$ cat config.mk
export PLATFORM = sky130hd
export DESIGN_NAME = cfg_cycle_router
export DESIGN_NICKNAME = d
export VERILOG_FILES = /design/src/rtl/cfg_router_pkg.sv /design/src/rtl/cfg_addr_latch.sv /design/src/rtl/cfg_route_decode.sv /design/src/rtl/cfg_router_fsm.sv /design/src/rtl/cfg_cycle_router.sv
export SDC_FILE = /design/constraint.sdc
export NUM_CORES = 1
export LEC_CHECK = 0
export BUFFER_PORTS_ARGS = -buffer_cell sky130_fd_sc_hd__buf_2
export CAP_MARGIN = 40
export CORE_MARGIN = 8
export CORE_UTILIZATION = 48
export DETAILED_ROUTE_END_ITERATION = 8
export HOLD_SLACK_MARGIN = 0.12
export MAX_ROUTING_LAYER = met4
export PLACE_DENSITY = 0.81
export SLEW_MARGIN = 20
export SYNTH_ARGS = -nofsm -noshare
export SYNTH_HDL_FRONTEND = slang
export SYNTH_HIERARCHICAL = 1
export SYNTH_SLANG_ARGS = --single-unit
$ cat constraint.sdc
create_clock -name clk -period 3.39 [get_ports clk]
set_input_delay 0.678 -clock clk [delete_from_list [all_inputs] [get_ports clk]]
set_output_delay 0.678 -clock clk [all_outputs]
set_load 0.005 [all_outputs]
$ cat src/rtl/cfg_router_pkg.sv
package cfg_router_pkg;

    localparam int BUS_W = 8;
    localparam int DEV_W = 5;
    localparam int FN_W  = 3;
    localparam int REG_W = 6;

    typedef struct packed {
        logic             en;
        logic [6:0]       rsvd;
        logic [BUS_W-1:0] bus;
        logic [DEV_W-1:0] dev;
        logic [FN_W-1:0]  func;
        logic [REG_W-1:0] regn;
        logic [1:0]       lo;
    } cfg_addr_t;

    typedef enum logic [1:0] {
        RT_INT  = 2'd0,
        RT_HUB  = 2'd1,
        RT_GFX  = 2'd2,
        RT_NONE = 2'd3
    } route_e;

    typedef enum logic [2:0] {
        ST_IDLE     = 3'd0,
        ST_WAIT_INT = 3'd1,
        ST_WAIT_HUB = 3'd2,
        ST_WAIT_GFX = 3'd3,
        ST_RESP     = 3'd4
    } state_e;

endpackage

$ cat src/rtl/cfg_addr_latch.sv
module cfg_addr_latch
    import cfg_router_pkg::*;
#(
    parameter int DATA_W = 32
) (
    input  logic              clk,
    input  logic              rst_n,
    input  logic              wr,
    input  logic [3:0]        wr_be,
    input  logic [DATA_W-1:0] wr_data,
    output cfg_addr_t         q
);

    localparam int BE_W = DATA_W / 8;

    logic full_dword;
    assign full_dword = &wr_be[BE_W-1:0];

    always_ff @(posedge clk) begin
        if (!rst_n) begin
            q <= '0;
        end else if (wr && full_dword) begin
            q    <= cfg_addr_t'(wr_data);
            q.lo <= 2'b00;
        end
    end

    // a partial write must leave the latch untouched
    assert_partial_hold_R2: assert property (@(posedge clk) disable iff (!rst_n)
        (wr && !full_dword) |=> $stable(q));

endmodule

$ cat src/rtl/cfg_route_decode.sv
module cfg_route_decode
    import cfg_router_pkg::*;
#(
    parameter int N_INT_DEV = 2
) (
    input  cfg_addr_t            addr,
    input  logic [BUS_W-1:0]     sec_bus,
    input  logic [BUS_W-1:0]     sub_bus,
    input  logic [N_INT_DEV-1:0] int_dev_en,
    output route_e               route,
    output logic                 type1
);

    logic [N_INT_DEV-1:0] dev_hit;
    logic                 int_hit;
    logic                 bus_zero;
    logic                 in_window;

    genvar g;
    generate
        for (g = 0; g < N_INT_DEV; g++) begin : g_intdev
            assign dev_hit[g] = (addr.dev == DEV_W'(g)) && int_dev_en[g];
        end
    endgenerate

    assign int_hit   = |dev_hit;
    assign bus_zero  = (addr.bus == '0);
    assign in_window = (addr.bus >= sec_bus) && (addr.bus <= sub_bus);

    always_comb begin
        route = RT_HUB;
        type1 = 1'b0;
        if (!addr.en) begin
            route = RT_NONE;
        end else if (bus_zero) begin
            route = int_hit ? RT_INT : RT_HUB;
        end else if (in_window) begin
            route = RT_GFX;
            type1 = (addr.bus != sec_bus);
        end else begin
            route = RT_HUB;
            type1 = 1'b1;
        end
    end

endmodule

$ cat src/rtl/cfg_router_fsm.sv
module cfg_router_fsm
    import cfg_router_pkg::*;
#(
    parameter int              ADDR_W    = 16,
    parameter logic [ADDR_W-1:0] ADDR_PORT = 16'h0CF8,
    parameter logic [ADDR_W-1:0] DATA_PORT = 16'h0CFC
) (
    input  logic              clk,
    input  logic              rst_n,
    input  logic              io_req_valid,
    output logic              io_req_ready,
    input  logic              io_write,
    input  logic [ADDR_W-1:0] io_addr,
    input  logic [3:0]        io_be,
    input  logic [31:0]       io_wdata,
    output logic              io_resp_valid,
    output logic [31:0]       io_rdata,
    input  cfg_addr_t         latch_q,
    output logic              latch_wr,
    input  route_e            route,
    input  logic              route_t1,
    input  logic [BUS_W-1:0]  sec_bus,
    input  logic [BUS_W-1:0]  sub_bus,
    output logic [2:0]        tgt_req,
    output logic              tgt_write,
    output logic              tgt_type1,
    output logic [BUS_W-1:0]  tgt_bus,
    output logic [DEV_W-1:0]  tgt_dev,
    output logic [FN_W-1:0]   tgt_func,
    output logic [REG_W-1:0]  tgt_reg,
    output logic [3:0]        tgt_be,
    output logic [31:0]       tgt_wdata,
    input  logic [2:0]        tgt_done,
    input  logic [95:0]       tgt_rdata
);

    state_e state, state_nx;
    logic   accept, hit_addr, hit_data, fwd;
    logic   [31:0] resp_q;

    assign hit_addr = (io_addr[ADDR_W-1:2] == ADDR_PORT[ADDR_W-1:2]);
    assign hit_data = (io_addr[ADDR_W-1:2] == DATA_PORT[ADDR_W-1:2]);
    assign accept   = (state == ST_IDLE) && io_req_valid;
    assign fwd      = hit_data && latch_q.en && (route != RT_NONE);
    assign latch_wr = accept && io_write && hit_addr;

    // state register
    always_ff @(posedge clk) begin
        if (!rst_n) state <= ST_IDLE;
        else        state <= state_nx;
    end

    // next state
    always_comb begin
        state_nx = state;
        unique case (state)
            ST_IDLE: begin
                if (io_req_valid) begin
                    if (fwd) begin
                        unique case (route)
                            RT_INT:  state_nx = ST_WAIT_INT;
                            RT_GFX:  state_nx = ST_WAIT_GFX;
                            default: state_nx = ST_WAIT_HUB;
                        endcase
                    end else begin
                        state_nx = ST_RESP;
                    end
                end
            end
            ST_WAIT_INT: if (tgt_done[0]) state_nx = ST_RESP;
            ST_WAIT_HUB: if (tgt_done[1]) state_nx = ST_RESP;
            ST_WAIT_GFX: if (tgt_done[2]) state_nx = ST_RESP;
            ST_RESP:     state_nx = ST_IDLE;
            default:     state_nx = ST_IDLE;
        endcase
    end

    // outputs
    always_comb begin
        io_req_ready  = (state == ST_IDLE);
        io_resp_valid = (state == ST_RESP);
        io_rdata      = resp_q;
        tgt_req       = 3'b000;
        unique case (state)
            ST_WAIT_INT: tgt_req = 3'b001;
            ST_WAIT_HUB: tgt_req = 3'b010;
            ST_WAIT_GFX: tgt_req = 3'b100;
            default:     tgt_req = 3'b000;
        endcase
    end

    // payload and response data
    always_ff @(posedge clk) begin
        if (!rst_n) begin
            resp_q    <= '1;
            tgt_write <= 1'b0;
            tgt_type1 <= 1'b0;
            tgt_bus   <= '0;
            tgt_dev   <= '0;
            tgt_func  <= '0;
            tgt_reg   <= '0;
            tgt_be    <= '0;
            tgt_wdata <= '0;
        end else begin
            if (accept) begin
                resp_q <= (hit_addr && !io_write) ? {latch_q[31:2], 2'b00} : '1;
                if (fwd) begin
                    tgt_write <= io_write;
                    tgt_type1 <= route_t1;
                    tgt_bus   <= latch_q.bus;
                    tgt_dev   <= latch_q.dev;
                    tgt_func  <= latch_q.func;
                    tgt_reg   <= latch_q.regn;
                    tgt_be    <= io_be;
                    tgt_wdata <= io_wdata;
                end
            end
            unique case (state)
                ST_WAIT_INT: if (tgt_done[0]) resp_q <= tgt_rdata[31:0];
                ST_WAIT_HUB: if (tgt_done[1]) resp_q <= tgt_rdata[63:32];
                ST_WAIT_GFX: if (tgt_done[2]) resp_q <= tgt_rdata[95:64];
                default: ;
            endcase
        end
    end

    logic busy;
    assign busy = (state == ST_WAIT_INT) || (state == ST_WAIT_HUB) || (state == ST_WAIT_GFX);

    assert_onehot_req_R10: assert property (@(posedge clk) disable iff (!rst_n)
        $onehot0(tgt_req));

    assert_resp_after_done_R10: assert property (@(posedge clk) disable iff (!rst_n)
        (busy && |(tgt_req & tgt_done)) |=> io_resp_valid);

    assert_ready_idle_R12: assert property (@(posedge clk) disable iff (!rst_n)
        (busy || io_resp_valid) |-> !io_req_ready);

    assert_no_req_when_off_R3: assert property (@(posedge clk) disable iff (!rst_n)
        (accept && hit_data && !latch_q.en) |=> (tgt_req == 3'b000));

    assert_int_bus0_R4: assert property (@(posedge clk) disable iff (!rst_n)
        tgt_req[0] |-> (tgt_bus == '0 && !tgt_type1));

    assert_gfx_window_R8: assert property (@(posedge clk) disable iff (!rst_n)
        (accept && fwd && route == RT_GFX) |=>
            (tgt_bus >= sec_bus && tgt_bus <= sub_bus && tgt_bus != '0));

endmodule

$ cat src/rtl/cfg_cycle_router.sv
module cfg_cycle_router
    import cfg_router_pkg::*;
#(
    parameter int                ADDR_W    = 16,
    parameter int                N_INT_DEV = 2,
    parameter logic [ADDR_W-1:0] ADDR_PORT = 16'h0CF8,
    parameter logic [ADDR_W-1:0] DATA_PORT = 16'h0CFC
) (
    input  logic                 clk,
    input  logic                 rst_n,
    input  logic                 io_req_valid,
    output logic                 io_req_ready,
    input  logic                 io_write,
    input  logic [ADDR_W-1:0]    io_addr,
    input  logic [3:0]           io_be,
    input  logic [31:0]          io_wdata,
    output logic                 io_resp_valid,
    output logic [31:0]          io_rdata,
    input  logic [N_INT_DEV-1:0] int_dev_en,
    input  logic [7:0]           sec_bus,
    input  logic [7:0]           sub_bus,
    output logic                 int_req,
    output logic                 hub_req,
    output logic                 gfx_req,
    output logic                 tgt_write,
    output logic                 tgt_type1,
    output logic [7:0]           tgt_bus,
    output logic [4:0]           tgt_dev,
    output logic [2:0]           tgt_func,
    output logic [5:0]           tgt_reg,
    output logic [3:0]           tgt_be,
    output logic [31:0]          tgt_wdata,
    input  logic                 int_done,
    input  logic [31:0]          int_rdata,
    input  logic                 hub_done,
    input  logic [31:0]          hub_rdata,
    input  logic                 gfx_done,
    input  logic [31:0]          gfx_rdata
);

    cfg_addr_t  latch_q;
    logic       latch_wr;
    route_e     route;
    logic       route_t1;
    logic [2:0] req_vec;

    cfg_addr_latch #(.DATA_W(32)) u_latch (
        .clk     (clk),
        .rst_n   (rst_n),
        .wr      (latch_wr),
        .wr_be   (io_be),
        .wr_data (io_wdata),
        .q       (latch_q)
    );

    cfg_route_decode #(.N_INT_DEV(N_INT_DEV)) u_decode (
        .addr       (latch_q),
        .sec_bus    (sec_bus),
        .sub_bus    (sub_bus),
        .int_dev_en (int_dev_en),
        .route      (route),
        .type1      (route_t1)
    );

    cfg_router_fsm #(
        .ADDR_W    (ADDR_W),
        .ADDR_PORT (ADDR_PORT),
        .DATA_PORT (DATA_PORT)
    ) u_fsm (
        .clk           (clk),
        .rst_n         (rst_n),
        .io_req_valid  (io_req_valid),
        .io_req_ready  (io_req_ready),
        .io_write      (io_write),
        .io_addr       (io_addr),
        .io_be         (io_be),
        .io_wdata      (io_wdata),
        .io_resp_valid (io_resp_valid),
        .io_rdata      (io_rdata),
        .latch_q       (latch_q),
        .latch_wr      (latch_wr),
        .route         (route),
        .route_t1      (route_t1),
        .sec_bus       (sec_bus),
        .sub_bus       (sub_bus),
        .tgt_req       (req_vec),
        .tgt_write     (tgt_write),
        .tgt_type1     (tgt_type1),
        .tgt_bus       (tgt_bus),
        .tgt_dev       (tgt_dev),
        .tgt_func      (tgt_func),
        .tgt_reg       (tgt_reg),
        .tgt_be        (tgt_be),
        .tgt_wdata     (tgt_wdata),
        .tgt_done      ({gfx_done, hub_done, int_done}),
        .tgt_rdata     ({gfx_rdata, hub_rdata, int_rdata})
    );

    assign int_req = req_vec[0];
    assign hub_req = req_vec[1];
    assign gfx_req = req_vec[2];

endmodule

==> run_summary.xml, run 1 <==
<?xml version="1.0" encoding="UTF-8"?>
<metrics>
  <group name="clocking">
    <metric name="postCtsHoldBufs" unit="">0</metric>
    <metric name="cts_tree" unit="">done</metric>
    <metric name="cts.repair.resized" unit="">0</metric>
    <metric name="clkLatencyLatePin" unit="ns">0.41</metric>
    <metric name="post_cts.repair.setup_buffers" unit="">0</metric>
    <metric name="path_clk_slew" unit="ns">0.06</metric>
    <metric name="cts_max_level" unit="">4</metric>
    <metric name="clock_tree.buffer_depth" unit="">2</metric>
    <metric name="cts_root_buf" unit="">clkbuf_16</metric>
    <metric name="numCtsBuffers" unit="">17</metric>
    <metric name="cts.sinks" unit="">125</metric>
  </group>
  <group name="cells_and_area">
    <metric name="stdcell_count" unit="">1184</metric>
    <metric name="finalNetCount" unit="">1186</metric>
    <metric name="final_cell_utilization_of_the_core" unit="%">65.9</metric>
    <metric name="layout-area-overhead-vs-synth" unit="%">33.6</metric>
    <metric name="drive_gt1_share" unit="%">32.4</metric>
  </group>
  <group name="timing">
    <metric name="tightestPinTransition" unit="ns">0.724</metric>
    <metric name="maxSlewViolCount" unit="">0</metric>
    <metric name="number_of_endpoints_with_negative_hold_slack_in_the_final_report" unit="">0</metric>
    <metric name="timing.fmax" unit="GHz">0.346</metric>
    <metric name="worst_clock_skew" unit="ns">0.00768</metric>
    <metric name="setup_violations" unit="">0</metric>
    <metric name="rsz_0062_raised_after_global_routing" unit="">false</metric>
    <metric name="tns" unit="ns">0</metric>
    <metric name="relSlewSlack" unit="%">51.7</metric>
    <metric name="period_share" unit="%">85.2</metric>
    <metric name="min_period" unit="ns">2.89</metric>
  </group>
  <group name="die">
    <metric name="floorplan.die.height" unit="um">130</metric>
    <metric name="core_footprint" unit="um2">12700</metric>
    <metric name="ios" unit="">270</metric>
    <metric name="floorplan.die_area" unit="um2">16900</metric>
    <metric name="standard_cell_row_count" unit="">41</metric>
    <metric name="initial_cell_density_of_the_core" unit="%">49.3</metric>
    <metric name="fp.dieW" unit="um">130</metric>
  </group>
  <group name="placed_design">
    <metric name="dpl.hpwl" unit="um">15400</metric>
    <metric name="port_buffers" unit="">267</metric>
    <metric name="gp_congestion" unit="">0.890</metric>
    <metric name="placedCellCount" unit="">1149</metric>
  </group>
  <group name="detailed_routing">
    <metric name="route.detailed.drc" unit="">0</metric>
    <metric name="dr.first_iter.drc_count" unit="">435</metric>
    <metric name="dr_total_vias" unit="">6579</metric>
    <metric name="avgViaCountPerCell" unit="">5.56</metric>
    <metric name="dr.pass1.iters" unit="">5</metric>
    <metric name="avgRoutedWirePerCell" unit="um">18.1</metric>
    <metric name="final_antenna_net_count" unit="">0</metric>
    <metric name="postRouteWirelength" unit="um">21500</metric>
  </group>
  <group name="power_and_ir_drop">
    <metric name="clock_power_share" unit="%">53.7</metric>
    <metric name="power.internal" unit="W">0.00285</metric>
    <metric name="power.net_switching" unit="W">0.000782</metric>
    <metric name="worst_ir_drop_vdd" unit="V">0.000368</metric>
    <metric name="cellPowerDensity" unit="nW/um2">435</metric>
    <metric name="power.share.switching" unit="%">21.5</metric>
    <metric name="power.share.sequential" unit="%">40.5</metric>
    <metric name="combPwrFrac" unit="%">5.8</metric>
    <metric name="p_leak" unit="nW">3.43</metric>
  </group>
  <group name="critical_path">
    <metric name="r2r_setup_slack" unit="ns">0.50</metric>
    <metric name="critical_path.slowest_cell" unit="">dfxtp_1</metric>
    <metric name="cp-startpoint" unit="">u_latch/q[17]</metric>
    <metric name="worst-setup-path-type" unit="">flop to flop</metric>
    <metric name="critical_path_cell_sequence" unit="">ha_1 &gt; nor2b_1 &gt; o211ai_1 &gt; a211oi_2 &gt; a221oi_2 &gt; a31oi_1 &gt; a211o_4 &gt; buf_4 &gt; o21ai_0 &gt; a21boi_0</metric>
    <metric name="rr_endpoint" unit="">u_fsm/tgt_reg[1]</metric>
    <metric name="crit_required" unit="ns">3.68</metric>
    <metric name="worstSetupEndpointType" unit="">flop</metric>
    <metric name="setup.worst_path.start_class" unit="">flop</metric>
    <metric name="rr_startpoint" unit="">u_latch/q[17]</metric>
    <metric name="worst-path-max-fanout" unit="">49</metric>
    <metric name="reg2regPathDepth" unit="">10</metric>
    <metric name="slowest_cell_delay_on_critical_path" unit="ns">0.48</metric>
    <metric name="critical_path_at" unit="ns">3.18</metric>
    <metric name="timing.critical_path.to" unit="">u_fsm/tgt_reg[1]</metric>
  </group>
  <group name="synth">
    <metric name="mappedNetlistNets" unit="">958</metric>
    <metric name="syn_area" unit="um2">6250</metric>
    <metric name="synthCells" unit="">769</metric>
    <metric name="syn_avg_cell_area" unit="um2">8.13</metric>
    <metric name="yosys_warnings" unit="">6</metric>
  </group>
  <group name="global_routing">
    <metric name="grt_most_used_layer" unit="">met2</metric>
    <metric name="global_route_wire_length_before_repair" unit="um">32700</metric>
    <metric name="global_route.usage.met3" unit="%">5.59</metric>
    <metric name="maximum_number_of_pins_on_one_net_before_global_route_repair" unit="">92</metric>
    <metric name="gr-usage-met2" unit="%">38.1</metric>
    <metric name="grtUsageMet1" unit="%">31.8</metric>
    <metric name="number_of_antenna_violations_at_the_first_check_in_global_routing" unit="">2</metric>
    <metric name="grt_pass1_vias" unit="">6375</metric>
    <metric name="overflow" unit="">0</metric>
    <metric name="global_route.usage.total" unit="%">25.1</metric>
  </group>
  <group name="outcome">
    <metric name="outcome" unit="">finished, final reports clean</metric>
  </group>
  <group name="job">
    <metric name="max-cap-violations" unit="">0</metric>
  </group>
  <group name="worst_hold_path">
    <metric name="min-delay-path-class" unit="">flop to flop</metric>
  </group>
</metrics>
==> cells in the final DEF, fill, tap and decap left out, types with 2 or more instances in the layout <==
cell          n
nor3_1       33
a31oi_1       2
a21oi_1       9
nor3b_1       3
clkbuf_16    17
and4_1        3
nor2_1        5
nand2_1     101
inv_1        16
nand4_1       2
nand3_1      64
and3b_1       3
bufinv_16     4
dfxtp_1     125
buf_2       266
clkinv_4      3
o21ai_0     125
nor2_4        2
mux2i_1      33
diode_2       2
a22oi_1      31
nor4bb_4      2
ha_1         16
and3_1       31
clkinvlp_4    3
buf_4        11
a21boi_0     56
nand2b_1      2
a21boi_1      5
buf_12        4
clkbuf_8      2
nor4_1        4
clkinv_2      2
==> per-stage QoR <==
stage	hold slack (ns)	setup slack, ns	total power (W)	instance area, um2
2_1_floorplan	0.435	0.550	0.00158	6250
3_3_place_gp	0.453	0.280	0.00171	7670
3_5_place_dp	0.465	0.216	0.00171	7680
4_1_cts	0.476	0.531	0.00366	8320
5_1_grt	0.483	0.242	0.00375	8350
6_report	0.471	0.501	0.00363	8350
==> worst max-delay path: cells and delay by family, from the launching register on <==
family	cells	cell delay (ns)
buf+inv	1	0.30
flops	1	0.48
fa+ha+maj	1	0.30
simple gates	1	0.15
compound gates	7	1.54
==> cell type report <==
cell class / instances / area (um2)
repair buffers: 282 / 1510
well taps: 172 / 215
clock buffers: 19 / 453
inverters: 17 / 63.8
diodes: 2 / 5.00
flip-flops and latches: 125 / 2500
multi-input cells: 554 / 3410
fillers: 1088 / 4320
clock inverters: 13 / 188
==> metal layers <==
layer | share of wire (%) | vias up | wire (um)
met4 | 2.2 | 0 | 468
met5 | 0 | - | 0
met1 | 43 | 3022 | 9290
met3 | 9.5 | 35 | 2050
li1 | - | 3207 | -
met2 | 45 | 315 | 9660
==> worst min path at each step <==
stage,from,cells past startpoint,end
after detailed placement,u_latch/q[30],2,u_latch/q[30]
after global placement,u_fsm/tgt_bus[0],2,u_fsm/tgt_bus[0]
after CTS,u_fsm/tgt_write,2,u_fsm/tgt_write
after global routing,u_latch/q[28],2,u_latch/q[28]
after floorplan,u_latch/q[24],2,u_latch/q[24]
final,u_fsm/tgt_wdata[10],2,u_fsm/tgt_wdata[10]
==> power groups by stage <==
stage / sequential [W] / clock, W / combinational [W]
3_5_place_dp: 0.00150 / 0 / 0.000210
2_1_floorplan: 0.00150 / 0 / 0.0000818
3_3_place_gp: 0.00150 / 0 / 0.000207
5_1_grt: 0.00147 / 0.00205 / 0.000233
6_report: 0.00147 / 0.00195 / 0.000211
4_1_cts: 0.00147 / 0.00198 / 0.000211
No activity file was read; power rests on OpenSTA's default activity.
==> inputs of run 2 (changes only) <==
- clock period: 3.39 -> 2.76 ns (I/O delays scaled with it)
==> run 2 against run 1 <==
Net effect: non-clock buffer count up 24; die area unchanged; sequential power increased by 23%; first-iteration DRC count rose by 28%; cell area grew 2.3%; highest routed layer unchanged; core utilization increased by 1.5 points; via count up 2.2%; critical path type unchanged.
==> run_summary.xml, run 2 (synthesis gave the netlist of run 1 again) <==
<?xml version="1.0" encoding="UTF-8"?>
<metrics>
  <group name="outcome">
    <metric name="outcome" unit="">finished, final reports clean</metric>
  </group>
  <group name="cells_and_area">
    <metric name="commonest_non_fill_non_tap_cell_in_the_layout" unit="">buf_2</metric>
    <metric name="layout-area-overhead-vs-synth" unit="%">36.7</metric>
    <metric name="drive_gt1_share" unit="%">34.3</metric>
    <metric name="multiInputGateArea" unit="um2">3460</metric>
    <metric name="stdcell_count" unit="">1208</metric>
    <metric name="final.fill_count" unit="">1108</metric>
    <metric name="mostFrequentLayoutCells" unit="">buf_2, o21ai_0, dfxtp_1, nand2_1, nand3_1</metric>
    <metric name="regArea" unit="um2">2510</metric>
    <metric name="finalNetCount" unit="">1210</metric>
  </group>
  <group name="critical_path">
    <metric name="path_buf_inv" unit="">0</metric>
    <metric name="r2r_setup_slack" unit="ns">0.11</metric>
    <metric name="worst-setup-path-type" unit="">flop to flop</metric>
    <metric name="rr_startpoint" unit="">u_latch/q[23]</metric>
    <metric name="critical_path.slowest_cell" unit="">or4_1</metric>
    <metric name="worst-path-max-fanout" unit="">4</metric>
    <metric name="slowest_cell_delay_on_critical_path" unit="ns">0.51</metric>
    <metric name="critical_path_at" unit="ns">3.00</metric>
    <metric name="worst_path_dominant_cell_family" unit="">compound AO/OA/AOI/OAI gates</metric>
    <metric name="crit_required" unit="ns">3.10</metric>
    <metric name="rr_endpoint" unit="">u_fsm/state[1]</metric>
    <metric name="reg2regPathDepth" unit="">8</metric>
    <metric name="critical_path_cell_sequence" unit="">ha_1 &gt; a21oi_1 &gt; o21ai_0 &gt; a221oi_4 &gt; a31oi_2 &gt; a211o_4 &gt; or4_1 &gt; a21boi_1</metric>
    <metric name="worstSetupEndpointType" unit="">flop</metric>
    <metric name="setup.worst_path.start_class" unit="">flop</metric>
  </group>
  <group name="detailed_routing">
    <metric name="avgRoutedWirePerCell" unit="um">18.1</metric>
    <metric name="final_antenna_net_count" unit="">0</metric>
    <metric name="postRouteWirelength" unit="um">21900</metric>
    <metric name="dr_total_vias" unit="">6721</metric>
    <metric name="avgViaCountPerCell" unit="">5.56</metric>
    <metric name="dr.first_iter.drc_count" unit="">556</metric>
    <metric name="dr.pass1.iters" unit="">5</metric>
    <metric name="route.detailed.drc" unit="">0</metric>
  </group>
  <group name="clocking">
    <metric name="cts_root_buf" unit="">clkbuf_16</metric>
    <metric name="clock_tree.buffer_depth" unit="">2</metric>
    <metric name="path_clk_slew" unit="ns">0.06</metric>
    <metric name="numCtsBuffers" unit="">17</metric>
    <metric name="cts_tree" unit="">done</metric>
    <metric name="cts_max_level" unit="">4</metric>
    <metric name="clkLatencyLatePin" unit="ns">0.42</metric>
    <metric name="cts.sinks" unit="">125</metric>
    <metric name="postCtsHoldBufs" unit="">0</metric>
  </group>
  <group name="timing">
    <metric name="tightestPinTransition" unit="ns">0.696</metric>
    <metric name="relSlewSlack" unit="%">53.6</metric>
    <metric name="finalHoldWorstSlack" unit="ns">0.395</metric>
    <metric name="worst_clock_skew" unit="ns">0.0176</metric>
    <metric name="min_period" unit="ns">2.65</metric>
    <metric name="period_share" unit="%">96.2</metric>
    <metric name="setup_violations" unit="">0</metric>
    <metric name="maxSlewViolCount" unit="">0</metric>
    <metric name="timing.fmax" unit="GHz">0.377</metric>
    <metric name="number_of_endpoints_with_negative_hold_slack_in_the_final_report" unit="">0</metric>
  </group>
  <group name="global_routing">
    <metric name="number_of_antenna_violations_at_the_first_check_in_global_routing" unit="">2</metric>
    <metric name="gr-usage-met2" unit="%">39.1</metric>
    <metric name="global_route_wire_length_before_repair" unit="um">33000</metric>
    <metric name="grt_most_used_layer" unit="">met2</metric>
    <metric name="global_route.usage.met3" unit="%">6.00</metric>
    <metric name="global_route.usage.total" unit="%">25.4</metric>
    <metric name="overflow" unit="">0</metric>
    <metric name="grtUsageMet1" unit="%">32.5</metric>
    <metric name="maximum_number_of_pins_on_one_net_before_global_route_repair" unit="">76</metric>
    <metric name="grt_pass1_vias" unit="">6337</metric>
  </group>
  <group name="worst_hold_path">
    <metric name="timing.hold.worst_endpoint" unit="">u_latch/q[22]</metric>
    <metric name="cell_depth_of_the_worst_min_delay_path" unit="">3</metric>
    <metric name="worst_hold_startpoint" unit="">io_wdata[22]</metric>
    <metric name="min-delay-path-class" unit="">input pin to flop</metric>
  </group>
  <group name="job">
    <metric name="max-cap-violations" unit="">0</metric>
  </group>
  <group name="die">
    <metric name="initial_cell_density_of_the_core" unit="%">49.3</metric>
    <metric name="floorplan.die.height" unit="um">130</metric>
    <metric name="floorplan.die_area" unit="um2">16900</metric>
    <metric name="standard_cell_row_count" unit="">41</metric>
    <metric name="core_footprint" unit="um2">12700</metric>
    <metric name="fp.dieW" unit="um">130</metric>
    <metric name="ios" unit="">270</metric>
  </group>
  <group name="power_and_ir_drop">
    <metric name="worst_ir_drop_vdd" unit="V">0.000346</metric>
    <metric name="cellPowerDensity" unit="nW/um2">497</metric>
    <metric name="p_leak" unit="nW">3.52</metric>
  </group>
  <group name="placed_design">
    <metric name="gp_congestion" unit="">0.886</metric>
    <metric name="port_buffers" unit="">267</metric>
    <metric name="placedCellCount" unit="">1171</metric>
    <metric name="dpl.hpwl" unit="um">16000</metric>
  </group>
</metrics>
-- run 2: changes by cell type in the layout (fill, tap and decap cells not counted), moves of 2 or more --
cell       previous run  this run
bufinv_16             4         2
clkbuf_1              0         3
clkinv_4              3         0
buf_4                11        34
a21boi_0             56        51
dfxtp_2               0         3
dfxtp_1             125       122
a21boi_1              5        10
-- run 2: report_power, final --
part	switching, W	internal, W
Sequential	0.000000814	0.00181
Combinational	0.000127	0.000143
Clock	0.000795	0.00137
-- run 2: worst max path at each step --
stage | end | cells past startpoint | from | slack (ns)
5_1_grt | u_fsm/tgt_wdata[6] | 11 | u_latch/q[23] | -0.02
6_report | u_fsm/state[1] | 8 | u_latch/q[23] | 0.11
2_1_floorplan | u_fsm/state[1] | 10 | sub_bus[1] | 0.05
4_1_cts | u_fsm/tgt_wdata[28] | 11 | u_latch/q[17] | 0.0003
3_5_place_dp | u_fsm/tgt_wdata[28] | 13 | sub_bus[1] | -0.22
3_3_place_gp | u_fsm/tgt_wdata[12] | 13 | sub_bus[1] | -0.15
-- run 2: timing repair --
item | in CTS | in global routing
endpoints found under the setup margin | 0 | 61
buffers inserted | 0 | 2
resized for setup | 0 | 14
-- run 2: layout make-up --
cell class	instances	area share, %
clock buffer	22	5.44
antenna	2	0.0586
multi-input combinational	554	40.5
timing repair buffer	306	20.0
clock inverter	10	1.33
sequential	125	29.3
tap	172	2.52
inverter	17	0.747
-- run 2: per-stage QoR --
step | total power (W) | worst slack (ns) | utilization, % | area (um2) | TNS (ns)
3_3_place_gp | 0.00211 | -0.146 | 62.1 | 7870 | -6.74
3_5_place_dp | 0.00211 | -0.220 | 62.1 | 7870 | -9.52
2_1_floorplan | 0.00195 | 0.0459 | - | 6250 | 0
4_1_cts | 0.00427 | 0.000308 | 66.6 | 8440 | 0
6_report | 0.00425 | 0.106 | 67.4 | 8540 | 0
5_1_grt | 0.00439 | -0.0171 | 67.4 | 8540 | -0.0445
-- run 2: layer usage --
layer,share of wire (%),routed length [um]
met5,0,0
met2,46,10100
met3,9.4,2050
met1,43,9410
met4,1.5,319
-- run 2: worst reg2reg max path, stage by stage, from the launching register on --
cell and delay [ns]:
dfxtp_1 0.38, ha_1 0.30, a21oi_1 0.18, o21ai_0 0.20, a221oi_4 0.33, a31oi_2 0.16
a211o_4 0.38, or4_1 0.52, a21boi_1 0.15
==> inputs of run 3 (changes only) <==
- CTS_CLUSTER_DIAMETER: unset -> 60
- SETUP_SLACK_MARGIN: unset -> 0.2
==> run 3 against run 2 <==
Net effect: the flow now finishes with violations (setup timing); via count increased by 3.2%; non-clock buffer count is 5 lower; clock power about the same; worst setup slack worse by 0.28 ns; combinational power is 6% higher; sequential share of layout area decreased by 0.73 points; global-route usage is 1.1 points higher; core utilization grew 2.0 points; clock-buffer cell count down 1; clock skew fell by 0.0095 ns; largest cell class unchanged.
==> run_summary.xml, run 3 (synthesis gave the netlist of run 1 again) <==
<?xml version="1.0" encoding="UTF-8"?>
<metrics>
  <group name="job">
    <metric name="max-cap-violations" unit="">0</metric>
  </group>
  <group name="global_routing">
    <metric name="global_route.usage.total" unit="%">26.6</metric>
    <metric name="grt_pass1_vias" unit="">6502</metric>
    <metric name="maximum_number_of_pins_on_one_net_before_global_route_repair" unit="">67</metric>
    <metric name="number_of_antenna_violations_at_the_first_check_in_global_routing" unit="">2</metric>
    <metric name="global_route_wire_length_before_repair" unit="um">34300</metric>
    <metric name="overflow" unit="">0</metric>
  </group>
  <group name="cells_and_area">
    <metric name="final.fill_count" unit="">1064</metric>
    <metric name="mostFrequentLayoutCells" unit="">buf_2, dfxtp_1, o21ai_0, nand2_1, nand3_1</metric>
    <metric name="commonest_non_fill_non_tap_cell_in_the_layout" unit="">buf_2</metric>
    <metric name="stdcell_area" unit="um2">8790</metric>
    <metric name="finalNetCount" unit="">1205</metric>
    <metric name="drive_gt1_share" unit="%">36.8</metric>
    <metric name="final_cell_utilization_of_the_core" unit="%">69.4</metric>
    <metric name="stdcell_count" unit="">1202</metric>
    <metric name="layout-area-overhead-vs-synth" unit="%">40.6</metric>
  </group>
  <group name="critical_path">
    <metric name="worst-path-max-fanout" unit="">60</metric>
    <metric name="path_buf_inv" unit="">1</metric>
    <metric name="critical_path_cell_sequence" unit="">ha_4 &gt; nor2b_1 &gt; o211ai_1 &gt; a211oi_2 &gt; a221oi_4 &gt; a21bo_2 &gt; a211o_4 &gt; buf_12 &gt; o21ai_0 &gt; a21boi_0</metric>
    <metric name="worst-setup-path-type" unit="">flop to flop</metric>
    <metric name="crit_required" unit="ns">3.01</metric>
    <metric name="slowest_cell_delay_on_critical_path" unit="ns">0.38</metric>
    <metric name="rr_startpoint" unit="">u_latch/q[17]</metric>
    <metric name="setup.worst_path.start_class" unit="">flop</metric>
    <metric name="critical_path_at" unit="ns">3.19</metric>
    <metric name="critical_path.slowest_cell" unit="">dfxtp_4</metric>
    <metric name="worst_path_dominant_cell_family" unit="">compound AO/OA/AOI/OAI gates</metric>
    <metric name="worstSetupEndpointType" unit="">flop</metric>
    <metric name="cp-startpoint" unit="">u_latch/q[17]</metric>
  </group>
  <group name="timing">
    <metric name="setup_slack" unit="ns">-0.172</metric>
    <metric name="tightestPinTransition" unit="ns">0.659</metric>
    <metric name="period_share" unit="%">106</metric>
    <metric name="relSlewSlack" unit="%">56.1</metric>
    <metric name="rsz_0062_raised_after_global_routing" unit="">true</metric>
    <metric name="timing.fmax" unit="GHz">0.341</metric>
    <metric name="number_of_endpoints_with_negative_hold_slack_in_the_final_report" unit="">0</metric>
    <metric name="worst_clock_skew" unit="ns">0.00809</metric>
    <metric name="tns" unit="ns">-0.172</metric>
    <metric name="setup_violations" unit="">1</metric>
    <metric name="maxSlewViolCount" unit="">0</metric>
    <metric name="min_period" unit="ns">2.93</metric>
  </group>
  <group name="placed_design">
    <metric name="port_buffers" unit="">267</metric>
    <metric name="dpl-instance-area" unit="um2">7820</metric>
    <metric name="dpl.hpwl" unit="um">16200</metric>
    <metric name="gp_congestion" unit="">0.879</metric>
    <metric name="placedCellCount" unit="">1162</metric>
  </group>
  <group name="clocking">
    <metric name="clock_tree.buffer_depth" unit="">2</metric>
    <metric name="cts.sinks" unit="">125</metric>
    <metric name="cts_tree" unit="">done</metric>
    <metric name="path_clk_slew" unit="ns">0.06</metric>
    <metric name="numCtsBuffers" unit="">17</metric>
    <metric name="cts_root_buf" unit="">clkbuf_16</metric>
    <metric name="cts_max_level" unit="">4</metric>
    <metric name="clkLatencyLatePin" unit="ns">0.41</metric>
  </group>
  <group name="die">
    <metric name="core_footprint" unit="um2">12700</metric>
    <metric name="initial_cell_density_of_the_core" unit="%">49.3</metric>
    <metric name="fp.dieW" unit="um">130</metric>
    <metric name="floorplan.die.height" unit="um">130</metric>
    <metric name="floorplan.die_area" unit="um2">16900</metric>
    <metric name="ios" unit="">270</metric>
    <metric name="standard_cell_row_count" unit="">41</metric>
  </group>
  <group name="detailed_routing">
    <metric name="route.detailed.drc" unit="">0</metric>
    <metric name="dr_total_vias" unit="">6937</metric>
    <metric name="postRouteWirelength" unit="um">24000</metric>
    <metric name="dr.first_iter.drc_count" unit="">571</metric>
    <metric name="avgViaCountPerCell" unit="">5.77</metric>
    <metric name="avgRoutedWirePerCell" unit="um">20.0</metric>
    <metric name="final_antenna_net_count" unit="">0</metric>
    <metric name="dr.pass1.iters" unit="">5</metric>
  </group>
  <group name="power_and_ir_drop">
    <metric name="p_leak" unit="nW">3.53</metric>
    <metric name="cellPowerDensity" unit="nW/um2">488</metric>
    <metric name="worst_ir_drop_vdd" unit="V">0.000501</metric>
  </group>
  <group name="worst_hold_path">
    <metric name="worst_hold_startpoint" unit="">io_wdata[22]</metric>
    <metric name="min-delay-path-class" unit="">input pin to flop</metric>
  </group>
  <group name="outcome">
    <metric name="outcome" unit="">complete, but fails checks</metric>
    <metric name="failing_checks" unit="">setup timing</metric>
  </group>
</metrics>
==> run 3: cell type report <==
type / instances / area, um2 / area share [%]
clock inverters: 10 / 115 / 1.31
diodes: 2 / 5.00 / 0.0569
repair buffers: 301 / 1740 / 19.7
well taps: 172 / 215 / 2.45
multi-input cells: 554 / 3670 / 41.7
inverters: 17 / 63.8 / 0.726
clock buffers: 21 / 470 / 5.35
flip-flops and latches: 125 / 2510 / 28.6
==> run 3: path summary, 6_finish.rpt <==
path / cells after the start / to / slack, ns
worst max register to register: 10 / u_fsm/tgt_write / -0.17
worst min register to register: 2 / u_fsm/tgt_be[3] / 0.47
worst max-delay path: 10 / u_fsm/tgt_write / -0.17
worst min-delay path: 3 / u_latch/q[22] / 0.39
==> run 3: tightest hold or removal path: cells and delay by family <==
family        cells  cell delay [ns]
buf+inv           1             0.10
simple gates      1             0.05
mux               1             0.05
==> run 3: repair_timing <==
action | CTS | global route
setup buffers | 2 | 1
setup endpoints to repair | 62 | 62
resized for setup | 18 | 67
pin swaps | 5 | 23
hold buffers | 0 | 0
gates cloned | 1 | 3
==> run 3: metal layers <==
| layer | GRT usage (%) | share of wire [%] | routed length, um | up-vias |
|---|---|---|---|---|
| met5 | - | 0 | 0 | - |
| li1 | - | - | - | 3260 |
| met2 | 41.0 | 46 | 11100 | 378 |
| met4 | 9.49 | 2.9 | 689 | 0 |
| met3 | 6.41 | 10 | 2450 | 58 |
| met1 | 33.3 | 41 | 9740 | 3241 |
==> run 3: power breakdown <==
| part | switching [W] | leakage (nW) | internal, W |
|---|---|---|---|
| clock | 0.000805 | 0.281 | 0.00139 |
| combinational | 0.000137 | 2.24 | 0.000150 |
| sequential | 0.000000811 | 1.01 | 0.00180 |
==> run 3: per-stage QoR <==
step / power (W) / setup WS (ns) / hold WS [ns]
3_5_place_dp: 0.00211 / -0.225 / 0.461
5_1_grt: 0.00442 / -0.307 / 0.394
2_1_floorplan: 0.00195 / 0.139 / 0.435
6_report: 0.00429 / -0.172 / 0.391
3_3_place_gp: 0.00211 / -0.0819 / 0.453
4_1_cts: 0.00431 / 0.207 / 0.378
